--- src/rtl/tmu_pkg.sv ---
package tmu_pkg;
    typedef enum logic [1:0] {
        MOD_KEEP  = 2'b00,
        MOD_CLEAR = 2'b01,
        MOD_FLIP  = 2'b10,
        MOD_SET   = 2'b11
    } mod_e;

    typedef enum logic [1:0] {
        TST_NEVER   = 2'b00,
        TST_ALWAYS  = 2'b01,
        TST_NONZERO = 2'b10,
        TST_ZERO    = 2'b11
    } tst_e;

    typedef enum logic {
        ST_IDLE   = 1'b0,
        ST_RESULT = 1'b1
    } state_e;
endpackage

--- src/rtl/tmu_mask_prep.sv ---
module tmu_mask_prep #(
    parameter int HALF_W = 18,
    localparam int WORD_W = 2 * HALF_W
) (
    input  logic              imm_form,
    input  logic              swap,
    input  logic [HALF_W-1:0] eff_addr,
    input  logic [WORD_W-1:0] mem_word,
    output logic [WORD_W-1:0] mask
);
    logic [WORD_W-1:0] raw;

    always_comb begin
        if (imm_form) raw = {{HALF_W{1'b0}}, eff_addr};
        else          raw = mem_word;
    end

    // each half routed straight or crossed, one generate slice per half
    for (genvar h = 0; h < 2; h++) begin : g_half
        localparam int LO   = h * HALF_W;
        localparam int OTHR = (1 - h) * HALF_W;
        assign mask[LO +: HALF_W] = swap ? raw[OTHR +: HALF_W] : raw[LO +: HALF_W];
    end
endmodule

--- src/rtl/tmu_eval.sv ---
module tmu_eval
    import tmu_pkg::*;
#(
    parameter int WORD_W = 36
) (
    input  logic [WORD_W-1:0] acc,
    input  logic [WORD_W-1:0] mask,
    input  logic [1:0]        mod_code,
    input  logic [1:0]        test_code,
    output logic [WORD_W-1:0] acc_new,
    output logic              wr_req,
    output logic              skip_cond
);
    logic masked_nz;
    logic carry_like;

    assign masked_nz = |(acc & mask);

    always_comb begin
        unique case (mod_e'(mod_code))
            MOD_KEEP:  acc_new = acc;
            MOD_CLEAR: acc_new = acc & ~mask;
            MOD_FLIP:  acc_new = acc ^ mask;
            MOD_SET:   acc_new = acc | mask;
            default:   acc_new = acc;
        endcase
    end

    assign wr_req = (mod_code != MOD_KEEP);

    // test enable gates the zero detector; sense bit inverts the outcome
    assign carry_like = test_code[1] & masked_nz;
    assign skip_cond  = carry_like ^ test_code[0];
endmodule

--- src/rtl/logic_test_modify.sv ---
module logic_test_modify
    import tmu_pkg::*;
#(
    parameter int HALF_W = 18,
    localparam int WORD_W = 2 * HALF_W
) (
    input  logic              clk,
    input  logic              rst_n,
    input  logic              in_valid,
    input  logic              imm_form,
    input  logic              swap,
    input  logic [1:0]        mod_code,
    input  logic [1:0]        test_code,
    input  logic [HALF_W-1:0] eff_addr,
    input  logic [WORD_W-1:0] mem_word,
    input  logic [WORD_W-1:0] acc_in,
    output logic [WORD_W-1:0] acc_out,
    output logic              wr_en,
    output logic              skip,
    output logic              done
);
    state_e            state, state_nxt;
    logic [WORD_W-1:0] mask;
    logic [WORD_W-1:0] acc_new;
    logic              wr_req, skip_cond;
    logic [WORD_W-1:0] acc_q;
    logic              wr_q, skip_q;

    tmu_mask_prep #(.HALF_W(HALF_W)) u_prep (
        .imm_form (imm_form),
        .swap     (swap),
        .eff_addr (eff_addr),
        .mem_word (mem_word),
        .mask     (mask)
    );

    tmu_eval #(.WORD_W(WORD_W)) u_eval (
        .acc       (acc_in),
        .mask      (mask),
        .mod_code  (mod_code),
        .test_code (test_code),
        .acc_new   (acc_new),
        .wr_req    (wr_req),
        .skip_cond (skip_cond)
    );

    always_ff @(posedge clk) begin
        if (!rst_n) state <= ST_IDLE;
        else        state <= state_nxt;
    end

    always_comb begin
        state_nxt = state;
        unique case (state)
            ST_IDLE:   state_nxt = in_valid ? ST_RESULT : ST_IDLE;   // accept / wait
            ST_RESULT: state_nxt = in_valid ? ST_RESULT : ST_IDLE;   // chain / retire
            default:   state_nxt = ST_IDLE;
        endcase
    end

    always_ff @(posedge clk) begin
        if (!rst_n) begin
            acc_q  <= '0;
            wr_q   <= 1'b0;
            skip_q <= 1'b0;
        end else if (in_valid) begin
            acc_q  <= acc_new;
            wr_q   <= wr_req;
            skip_q <= skip_cond;
        end else begin
            wr_q   <= 1'b0;
            skip_q <= 1'b0;
        end
    end

    assign acc_out = acc_q;
    assign wr_en   = wr_q;
    assign skip    = skip_q;
    assign done    = (state == ST_RESULT);


    done_follows_strobe_chk: assert property (@(posedge clk) disable iff (!rst_n)
        done == $past(in_valid));


    write_needs_mod_chk: assert property (@(posedge clk) disable iff (!rst_n)
        wr_en |-> (done && $past(mod_code) != 2'b00));


    mod_gives_write_chk: assert property (@(posedge clk) disable iff (!rst_n)
        (done && $past(mod_code) != 2'b00) |-> wr_en);


    idle_quiet_chk: assert property (@(posedge clk) disable iff (!rst_n)
        !done |-> (!skip && !wr_en));


    idle_hold_chk: assert property (@(posedge clk) disable iff (!rst_n)
        !done |-> $stable(acc_out));


    nop_effect_chk: assert property (@(posedge clk) disable iff (!rst_n)
        (done && $past(mod_code) == 2'b00 && $past(test_code) == 2'b00)
        |-> (!skip && !wr_en && acc_out == $past(acc_in)));


    always_skip_chk: assert property (@(posedge clk) disable iff (!rst_n)
        (done && $past(test_code) == 2'b01) |-> skip);
endmodule

--- config.mk ---
export PLATFORM = sky130hd
export DESIGN_NAME = logic_test_modify
export DESIGN_NICKNAME = d
export VERILOG_FILES = /design/src/rtl/tmu_pkg.sv /design/src/rtl/tmu_mask_prep.sv /design/src/rtl/tmu_eval.sv /design/src/rtl/logic_test_modify.sv
export SDC_FILE = /design/constraint.sdc
export NUM_CORES = 1
export LEC_CHECK = 0
export ABC_AREA = 1
export BUFFER_PORTS_ARGS = -buffer_cell sky130_fd_sc_hd__buf_2
export CAP_MARGIN = 10
export CELL_PAD_IN_SITES_DETAIL_PLACEMENT = 1
export CELL_PAD_IN_SITES_GLOBAL_PLACEMENT = 1
export CORE_MARGIN = 2
export CORE_UTILIZATION = 37
export DETAILED_ROUTE_END_ITERATION = 8
export HOLD_SLACK_MARGIN = 0.05
export PLACE_DENSITY = 0.8
export SLEW_MARGIN = 15
export SYNTH_ARGS = -nofsm -noshare
export SYNTH_HDL_FRONTEND = slang
export SYNTH_SLANG_ARGS = --single-unit
--- constraint.sdc ---
create_clock -name clk -period 2.86 [get_ports clk]
set_clock_uncertainty 0.05 [all_clocks]
set_input_delay 0.572 -clock clk [delete_from_list [all_inputs] [get_ports clk]]
set_output_delay 0.572 -clock clk [all_outputs]
set_load 0.05 [all_outputs]
==> reports/results.ini <==
[run_status]
status=complete, but fails checks
failed_checks=design-rule violations

[sta]
rsz0062_at_grt=false
fin_ws_ps=253
setup_viol=0
whs_ps=478
hold_viol_final=0
worst-slew-pin-transition_ps=688
period_needed_ps=2610
slew_headroom=0.536
timing.final.crit_share=0.911
timing.fmax_ghz=0.384
drv_slew=0

[worst_setup_path]
start_kind=primary input
required_ps=3000
critPathTopFamily=compound AO/OA/AOI/OAI gates
critPathMaxFanout=36
worst_path_largest_cell_delay_ps=550
rr_worst_depth=2
path_depth=13
path_cells=buf_2 -> inv_2 -> nand2_1 -> nand2_1 -> o21ai_0 -> inv_1 -> ha_1 -> nor2_1 -> nand4_1 -> nor2_1 -> nand2_1 -> a21oi_1 -> nor2_1
cp-end-kind=flip-flop
slowest_stage=o21ai_0
path_class=primary input to flip-flop
crit_buf_inv=3
crit_arrival_ps=2740

[logic_synthesis]
synthTopCellsByArea=ha_1 31%, dfxtp_1 18%, nand2_1 11%
synthTopCellsByCount=127 x nand2_1, 108 x ha_1, 73 x inv_1
synth_fa_ha_area_frac=0.308
seq_area_frac_synth=0.178
synth_edf_count=0
synth_fp_nets=843
synth_simple_gate_area_frac=0.167
synth_ff_type=dfxtp_1
syn_area_sq_um=4390
postSynthAreaPerCell_sq_um=6.90
synth_seq_cells=39
yosysWarnings=0
synth_xor_area_frac=0
synth_top_family_by_area=adder cells
yosysMostFrequentCell=nand2_1
yosysTopAreaCellShare=0.308
synth_mux_area_frac=0
synth-compound-area-share=0.238
synthDistinctLibCells=24
async_reset_ff_frac=0
netlist_instances=636
synth_area_leader_cell=ha_1

[placement]
gp_congestion=0.868
pre_cts_ws_ps=-78.0
dp.final_hpwl_microns=12300
post-place-cells=896
port_buffers=137

[detailed_routing]
post_drt_via_cell_ratio=5.33
drt-initial-drc-count=312
drc_errors=8
wl_per_cell_microns=17.8
vias=4814
drt_pass1_iterations=6
routed_wl_microns=16100
drtAntennaViolNets=0

[global_route]
grt_usage=0.253
first_global_vias=5040
antenna_found_initial=0
overflow=0
grt_start_max_net_pins=48
grt_pass1_wl_microns=25700

[floorplanning]
core.rowCount=39
io_pins=138
fp.dieArea_sq_um=12700
initial_utilization=0.381
fp.dieW_microns=113
fp.dieH_microns=113
core_area_sq_um=11500

[layout]
synthToLayoutAreaGrowth_pct=21.8
antennaDiodeCount=0
nFillCells=1546
nets=967
final_util=0.464
drive_gt1_frac=0.221
fin_cells=904

[power]
ir_drop_mv=0.173
total_power_mw=2.05
power_per_cell_area_nw_per_um2=384
p_leak_nw=3.05

[run]
drv_cap=0

[clock_tree]
cts_buffers=5
cts_htree_levels=2
clock-sinks=39
cts.clk_slew.worst_paths_ps=60
postCtsSetupRepairBufs=0
clock_path_buffers=2
clock_latency_ps=290
root_buffer=clkbuf_16
cts_tree=built

[hold_path]
worstHoldPathType=flip-flop to flip-flop
holdPathStages=2

-- sequential cells by signal, summed over array words and instances (netlist names) --
signal,flops
done,1
acc_out,36
skip,1
wr_en,1
-- layout by cell type, fill, tap and decap left out, types with 5 or more instances in the layout --
master and n:
a21oi_1 70, a221oi_1 24, a31oi_1 5, buf_2 137, buf_4 15, clkbuf_16 5
dfxtp_1 39, ha_1 108, inv_1 73, inv_2 5, nand2_1 127, nor2_1 51
o21ai_0 69, o21ai_1 15
-- layout make-up --
cell class / instances / area [sq um] / share of cell area
inverter: 79 / 297 / 0.0555
timing repair buffer: 152 / 798 / 0.149
multi-input combinational: 483 / 3130 / 0.586
sequential: 39 / 781 / 0.146
tap: 143 / 179 / 0.0335
clock buffer: 8 / 156 / 0.0293
-- cells by family after synthesis --
logic type                 count (synthesis)
DFF                                       39
and+or+nand+nor                          187
AOI/OAI and AO/OA                        188
adders and majority gates                108
buffers and inverters                    114
-- through the flow --
step	instance area, sq um	TNS [ps]
after floorplan	4390	0
after CTS	5340	0
after detailed placement	5180	-78.0
after global placement	5180	0
final	5340	0
after global routing	5340	0
-- repair_timing --
| item | CTS | global route |
|---|---|---|
| gates resized for setup | 0 | 1 |
| endpoints found under the setup margin | 0 | 1 |
| hold buffers | 0 | 0 |
-- final timing paths --
kind	slack, ps	to	start
setup / recovery	250	skip	imm_form
hold / removal	480	acc_out[15]	acc_out[15]
setup reg to reg	2100	acc_out[12]	acc_out[12]
hold reg to reg	480	acc_out[15]	acc_out[15]
-- power breakdown --
group / switching (mW) / total (mW) / leakage [nW] / internal, mW
registers: 0.0195 / 0.606 / 0.324 / 0.587
clock network: 0.251 / 0.624 / 0.0772 / 0.373
logic: 0.562 / 0.822 / 2.65 / 0.260
total: 0.833 / 2.05 / 3.05 / 1.22
-- worst min-delay path, delay by kind of cell (launching register included) --
kind / cells / cell delay [ps]
flip-flops: 1 / 320
AO/OA/AOI/OAI: 2 / 170
-- per-layer routing --
| layer | global-route usage | wire length [microns] | vias to the layer above |
|---|---|---|---|
| li1 | - | - | 2339 |
| met1 | 0.332 | 7270 | 2317 |
| met2 | 0.440 | 7710 | 142 |
| met3 | 0.0359 | 892 | 16 |
| met4 | 0.0569 | 198 | 0 |
| met5 | 0 | 0 | - |
Note: power is estimated with default switching activity, not from simulation.
